**src/rtl/tri_env_pkg.sv**
```systemverilog
package tri_env_pkg;
   typedef enum logic {
      FOLD_NEGATE   = 1'b0,
      FOLD_SUBTRACT = 1'b1
   } fold_style_e;
endpackage

```
**src/rtl/tri_env_phase.sv**
```systemverilog
module tri_env_phase #(
   parameter int PHASE_W = 10,
   parameter int FREQ_W  = 4
) (
   input  logic               clk,
   input  logic               rst_n,
   input  logic               tick,
   input  logic [FREQ_W-1:0]  step,
   output logic [PHASE_W-1:0] phase_q,
   output logic [PHASE_W-1:0] phase_nx
);
   localparam int PAD_W = PHASE_W - FREQ_W;

   generate
      if (FREQ_W > PHASE_W) begin : g_bad_width
         $error("tri_env_phase: FREQ_W must not exceed PHASE_W");
      end
   endgenerate

   logic [PHASE_W-1:0] step_ext;

   generate
      if (PAD_W > 0) begin : g_pad
         assign step_ext = {{PAD_W{1'b0}}, step};
      end else begin : g_nopad
         assign step_ext = step;
      end
   endgenerate

   assign phase_nx = phase_q + step_ext;

   always_ff @(posedge clk or negedge rst_n) begin
      if (!rst_n)    phase_q <= '0;
      else if (tick) phase_q <= phase_nx;
   end

   // advance by the sampled step, modulo 2^PHASE_W
   p_phase_step_r2: assert property (@(posedge clk) disable iff (!rst_n)
      tick |=> phase_q == PHASE_W'($past(phase_q) + PHASE_W'($past(step))));

   // no tick, no movement
   p_phase_hold_r5: assert property (@(posedge clk) disable iff (!rst_n)
      !tick |=> $stable(phase_q));
endmodule

```
**src/rtl/tri_env_fold.sv**
```systemverilog
module tri_env_fold
   import tri_env_pkg::*;
#(
   parameter int          IN_W  = 4,
   parameter fold_style_e STYLE = FOLD_NEGATE
) (
   input  logic [IN_W-1:0] raw,
   output logic [IN_W-1:0] folded
);
   localparam int           HALF_BIT = IN_W - 1;
   localparam logic [IN_W:0] FULL    = (IN_W+1)'(1) << IN_W;

   generate
      if (IN_W < 2) begin : g_bad_width
         $error("tri_env_fold: IN_W must be at least 2");
      end
   endgenerate

   logic [IN_W-1:0] down;

   generate
      if (STYLE == FOLD_NEGATE) begin : g_negate
         assign down = ~raw + IN_W'(1);
      end else begin : g_subtract
         logic [IN_W:0] diff;
         assign diff = FULL - {1'b0, raw};
         assign down = diff[IN_W-1:0];
      end
   endgenerate

   always_comb begin
      if (raw[HALF_BIT]) folded = down;
      else               folded = raw;
   end

   // lower half passes through
   always_comb begin
      if (!raw[HALF_BIT]) a_low_pass_r3: assert (folded == raw);
   end

   // upper half maps to a non-zero value no larger than half scale
   always_comb begin
      if (raw[HALF_BIT])
         a_high_fold_r4: assert (folded != '0 && folded <= (IN_W'(1) << HALF_BIT));
   end
endmodule

```
**src/rtl/tri_env_gen.sv**
```systemverilog
module tri_env_gen
   import tri_env_pkg::*;
#(
   parameter int          PHASE_W    = 10,
   parameter int          FREQ_W     = 4,
   parameter int          ENV_W      = 4,
   parameter fold_style_e FOLD_STYLE = FOLD_NEGATE
) (
   input  logic              clk,
   input  logic              rst_n,
   input  logic              tick,
   input  logic [FREQ_W-1:0] step,
   output logic [ENV_W-1:0]  env
);
   localparam int RAW_LO  = PHASE_W - ENV_W;
   localparam int PEAK    = 1 << (ENV_W - 1);
   localparam int MAX_INC = (1 << FREQ_W) - 1;

   generate
      if (ENV_W > PHASE_W) begin : g_bad_env
         $error("tri_env_gen: ENV_W must not exceed PHASE_W");
      end
      if (MAX_INC > (1 << RAW_LO)) begin : g_bad_step
         $error("tri_env_gen: step range too large for a unit-slope envelope");
      end
   endgenerate

   logic [PHASE_W-1:0] phase_q;
   logic [PHASE_W-1:0] phase_nx;
   logic [ENV_W-1:0]   raw_nx;
   logic [ENV_W-1:0]   fold_nx;

   tri_env_phase #(
      .PHASE_W (PHASE_W),
      .FREQ_W  (FREQ_W)
   ) u_phase (
      .clk      (clk),
      .rst_n    (rst_n),
      .tick     (tick),
      .step     (step),
      .phase_q  (phase_q),
      .phase_nx (phase_nx)
   );

   assign raw_nx = phase_nx[PHASE_W-1:RAW_LO];

   tri_env_fold #(
      .IN_W  (ENV_W),
      .STYLE (FOLD_STYLE)
   ) u_fold (
      .raw    (raw_nx),
      .folded (fold_nx)
   );

   always_ff @(posedge clk or negedge rst_n) begin
      if (!rst_n)    env <= '0;
      else if (tick) env <= fold_nx;
   end

   // output held without a tick
   p_env_hold_r5: assert property (@(posedge clk) disable iff (!rst_n)
      !tick |=> $stable(env));

   // range bounded by the peak
   p_env_range_r6: assert property (@(posedge clk) disable iff (!rst_n)
      int'(env) <= PEAK);

   // unit slope between consecutive ticks
   p_env_slope_r6: assert property (@(posedge clk) disable iff (!rst_n)
      tick |=> (int'(env) - int'($past(env)) <= 1) && (int'($past(env)) - int'(env) <= 1));

   // rising half of the phase shows up directly one stage later
   p_env_rise_r3: assert property (@(posedge clk) disable iff (!rst_n)
      tick |=> !phase_q[PHASE_W-1] -> env == phase_q[PHASE_W-1:RAW_LO]);
endmodule

```
**config.mk**
```make
export PLATFORM = sky130hd
export DESIGN_NAME = tri_env_gen
export DESIGN_NICKNAME = d
export VERILOG_FILES = /design/src/rtl/tri_env_pkg.sv /design/src/rtl/tri_env_phase.sv /design/src/rtl/tri_env_fold.sv /design/src/rtl/tri_env_gen.sv
export SDC_FILE = /design/constraint.sdc
export NUM_CORES = 1
export LEC_CHECK = 0
export BUFFER_PORTS_ARGS = -buffer_cell sky130_fd_sc_hd__buf_2
export CORE_MARGIN = 3
export CORE_UTILIZATION = 29
export CTS_CLUSTER_DIAMETER = 40
export DETAILED_ROUTE_END_ITERATION = 7
export SLEW_MARGIN = 20
export SYNTH_ARGS = -nofsm -noshare
export SYNTH_HDL_FRONTEND = slang
export SYNTH_HIERARCHICAL = 1
export SYNTH_SLANG_ARGS = --single-unit
```
**constraint.sdc**
```tcl
create_clock -name clk -period 4 [get_ports clk]
set_input_delay 0.4 -clock clk [delete_from_list [all_inputs] [get_ports clk]]
set_output_delay 0.4 -clock clk [all_outputs]
set_load 0.02 [all_outputs]
```
=== After elaboration in Yosys (flattened, before gate mapping) ===
Index checks and enable logic that the tools add are counted.
W data, S select, Z words.

* Bits in read-only memories: 0
* Register bits: 14
* Memories: 0
* Output and inout bits: 4
* Bits in latches: 0
* RAM bits: 0
* Bits of input ports: 7

* Multiplexer cells: 1
* $mul: 0
* Equality and inequality tests: 0
* Shift-type cells: 0
* Bitwise operators: 1
* Order comparisons: 0
* Reduce and logical (&&, ||, !) cells: 0
* Divide/modulo/power cells: 0
* Add/subtract/negate cells: 2

{| class="wikitable"
|+ Operators with widths
! cell !! count
|-
| $add A10 B4 Y10 || 1
|-
| $add A4 B1 Y4 const B || 1
|-
| $mux W4 || 1
|-
| $not A4 Y4 || 1
|}

=== Depth between registers and ports, before layout ===
* Depth after elaboration: 4
* Mapped depth: 11

=== Hierarchy ===
Netlist, hierarchy kept.

{| class="wikitable"
|+ Modules (own cells, without submodules)
! module !! times used !! area an instance (um^2) !! cells an instance
|-
| tri_env_phase || 1 || 684.4 || 66
|-
| tri_env_gen || 1 || 145.1 || 8
|-
| tri_env_fold || 1 || 66.3 || 9
|}

=== Least setup slack after synthesis ===
OpenSTA, ideal clock, no wires.

* Kind: input-to-reg
* From: input step[0]
* To: register env[2]
* Cell stages on the path: 11
* Path slack: 1.540 ns
* Data required time: 3.875 ns
* Arrival: 2.335 ns
* Buffers on the path: 0
* Path through: ha_1 inv_1 fa_1 nand2b_1 a21oi_2 xor2_1 inv_1 ha_1 nand2b_1 xnor2_1 mux2_2

* Word-level cells in the longest chain between the ends: 4

{| class="wikitable"
|+ Ends and longest elaborated chain
! what !! line !! text
|-
| from (decl) || tri_env_gen.sv:12 || <nowiki>input logic [FREQ_W-1:0] step,</nowiki>
|-
| $add A10 B4 Y10 || tri_env_phase.sv:30 || <nowiki>assign phase_nx = phase_q + step_ext;</nowiki>
|-
| via phase_nx[6] || tri_env_gen.sv:29 || <nowiki>logic [PHASE_W-1:0] phase_nx;</nowiki>
|-
| $not A4 Y4 || tri_env_fold.sv:23 || <nowiki>assign down = ~raw + IN_W'(1);</nowiki>
|-
| $add A4 B1 Y4 || tri_env_fold.sv:23 ||
|-
| $mux W4 || tri_env_fold.sv:32 || <nowiki>if (raw[HALF_BIT]) folded = down;</nowiki>
|-
| via fold_nx[2] || tri_env_gen.sv:31 || <nowiki>logic [ENV_W-1:0] fold_nx;</nowiki>
|-
| to (signal assigned) || tri_env_gen.sv:57 || <nowiki>else if (tick) env <= fold_nx;</nowiki>
|-
| to (decl) || tri_env_gen.sv:13 || <nowiki>output logic [ENV_W-1:0] env</nowiki>
|}

The timed path passes the listed nets, and every way through them passes these cells.
A chain may end at the register's enable or synchronous reset.

=== Worst setup path after layout ===
* From: register u_phase.phase_q[0]
* To: register env[2]

* Word-level cells in the longest chain between the ends: 4

{| class="wikitable"
|+ Ends and longest elaborated chain
! what !! line !! text
|-
| from (decl) || tri_env_phase.sv:9 || <nowiki>output logic [PHASE_W-1:0] phase_q,</nowiki>
|-
| from (signal assigned) || tri_env_phase.sv:34 || <nowiki>else if (tick) phase_q <= phase_nx;</nowiki>
|-
| $add A10 B4 Y10 || tri_env_phase.sv:30 ||
|-
| via phase_nx[6] || tri_env_gen.sv:29 ||
|-
| $not A4 Y4 || tri_env_fold.sv:23 ||
|-
| $add A4 B1 Y4 || tri_env_fold.sv:23 ||
|-
| $mux W4 || tri_env_fold.sv:32 ||
|-
| via fold_nx[2] || tri_env_gen.sv:31 ||
|}

The timed path passes the listed nets, and every way through them passes these cells.

==> flow_summary.ini <==
[critical_path]
ff2ff_setup_slack_ns = 1.45
reg2reg_launch_point = u_phase/phase_q[0]$_DFFE_PN0P_
crit_arrival_ns = 2.73
timing.critical_path.slowest_cell_delay_ns = 0.38
crit_chain = ha_1 > inv_1 > fa_1 > nand2b_1 > a21oi_2 > xor2_1 > inv_1 > ha_1 > nand2b_1 > xnor2_1 > mux2_2
worst_ep_required_time_ns = 4.17
critPathMaxFanout = 4
cp_slowest_cell = sky130_fd_sc_hd__fa_1
r2r_cells = 11
cp-end-kind = register
crit_cells = 11
timing.critical_path.max_delay_family = adder cells
critPathLaunch = u_phase/phase_q[0]$_DFFE_PN0P_
r2r-end = env[2]$_DFFE_PN0P_
timing.setup.critical_path_class = reg -> reg
worst-path-buf-inv = 2
critPathCapture = env[2]$_DFFE_PN0P_
timing.critical_path.from_type = register

[sta]
finalWorstPathRequiredPeriod_ns = 2.55
relative_slew_slack_pct = 78.1
final.setup_skew_ns = 0.00308
max_clock_freq_ghz = 0.392
setup-violations-final = 0
timing_worst_slew_pin_value_ns = 0.328
fin_worst_hold_slack_ns = -0.000624
final-hold-violation-count = 3
drv_slew = 0
final.setup.tns_ns = 0
post-route-period-util_pct = 63.8
setup_repair_after_global_routing_missed_its_margin = false

[route]
route.layer.met1.wl_microns = 694
postRouteAntennaNets = 0
drc = 0
route.top_layer_used = met4
route.met3.wl_microns = 93
detail_route.iter0.violations = 9
route.vias.total = 590
postRouteWirelength_microns = 1380
via_per_inst = 4.92
drt-pass1-iter-count = 4
avgRoutedWirePerCell_microns = 11.5
wl_met2_microns = 569

[clocking]
cts_num_sinks = 14
htree_num_levels = 1
cts_setup_buffers = 0
cts_clock_pin_slew_for_the_worst_setup_and_hold_paths_ns = 0.09
clk-insertion-delay-late_ns = 0.28
cts_made_buffers = 3
cts_buffer_depth = 2
cts_hold_buffers = 0
cts-resized-gates = 0
clockRootBuffer = sky130_fd_sc_hd__clkbuf_4
cts_tree = yes

[synthesis]
synth.yosys.warnings = 6
postSynthAreaPerCell_sq_um = 11.0
syn_area_sq_um = 871
syn-num-nets = 92
post_synth_inst_count = 79

[placed_design]
place.gp.congestion = 0.778
place_inst = 116
dpl-instance-area_sq_um = 937
port-buffer-count = 10
dp_hpwl_microns = 1040

[layout]
antenna_cells = 0
finish.net_count = 103
layout-drive-gt1-share_pct = 30.3
area_growth_pct = 11.8
post_layout_nonfiller_instances = 120
filler_cell_count = 292
seq_area_sq_um = 350
multi_input_comb_area_sq_um = 472
post-route-cell-area_sq_um = 973

[pwr]
switching_power_uw = 275
power.leakage_uw = 0.000451
irDropWorstVdd_uv = 297
report.power.total_uw = 700
share_comb_of_total_power_pct = 47.6
power.clock.fraction_pct = 14.8
power_per_cell_area_nw_per_um2 = 719
seq_power_share_pct = 37.5
intPower_uw = 425
power_switching_share_pct = 39.3

[outcome]
outcome = complete, but fails checks
violations = negative hold slack

[die]
fp-row-count = 19
core_area_sq_um = 2810
die_x_extent_microns = 60.8
design.die.area_sq_um = 3700
initial_core_utilization_pct = 31.0
dieHeight_microns = 60.8
num_io_pins = 11

[grt]
groute.usage.overall_pct = 8.82
antenna_found_initial = 0
grt_pass1_vias = 511
grt_max_degree = 15
first_pass_grt_wire_length_microns = 2330
globalRoute.totalOverflow = 0

[hold_path]
hold_path.class = in -> async

[run]
cap_violations = 0
[per-layer routing]
layer | up-vias | global-route usage, %
li1 | 286 | -
met1 | 287 | 11.4
met2 | 15 | 12.4
met3 | 2 | 4.47
met4 | 0 | 3.72
met5 | - | 0
[cell usage in the layout (no fill, tap or decap), drive strengths merged, types with 2 or more instances in the layout]
| cell type | instances |
|---|---|
| a21oi | 3 |
| xnor2 | 9 |
| xor2 | 4 |
| nand2b | 2 |
| nor2 | 4 |
| dfrtp | 14 |
| inv | 7 |
| mux2 | 7 |
| nand4 | 2 |
| nand2 | 3 |
| clkbuf | 4 |
| o21ai | 3 |
| buf | 10 |
| ha | 5 |
[registers in the layout (all words and copies together) (netlist names)]
register / cells
u_phase/phase_q: 10
env: 4
[power by group through the flow]
| stage | registers, uW | logic, uW | clock network, uW |
|---|---|---|---|
| floorplan | 258 | 290 | 0 |
| global placement | 265 | 326 | 0 |
| detailed placement | 267 | 336 | 0 |
| CTS | 265 | 337 | 108 |
| global route | 273 | 377 | 113 |
| finish | 263 | 334 | 104 |
[area by class of cell]
type	instances	area share (%)
multi-input combinational	54	48.5
timing repair buffer	10	5.14
clock buffer	4	3.73
tap	31	3.98
inverter	7	2.70
sequential	14	36.0
[stage by stage]
stage               setup WS [ns]  util (%)
global route                 1.25      34.7
floorplan                    1.54         -
detailed placement           1.30      33.4
CTS                          1.44      34.7
finish                       1.45      34.7
global placement             1.34      33.4
[worst min-delay path by stage]
stage                from                        endpoint  cells past startpoint
floorplan           rst_n              env[0]$_DFFE_PN0P_                      0
global placement    rst_n              env[1]$_DFFE_PN0P_                      1
detailed placement  rst_n  u_phase/phase_q[8]$_DFFE_PN0P_                      1
CTS                 rst_n  u_phase/phase_q[6]$_DFFE_PN0P_                      1
global route        rst_n              env[1]$_DFFE_PN0P_                      1
finish              rst_n  u_phase/phase_q[6]$_DFFE_PN0P_                      1
No activity file was read; power rests on OpenSTA's default activity.
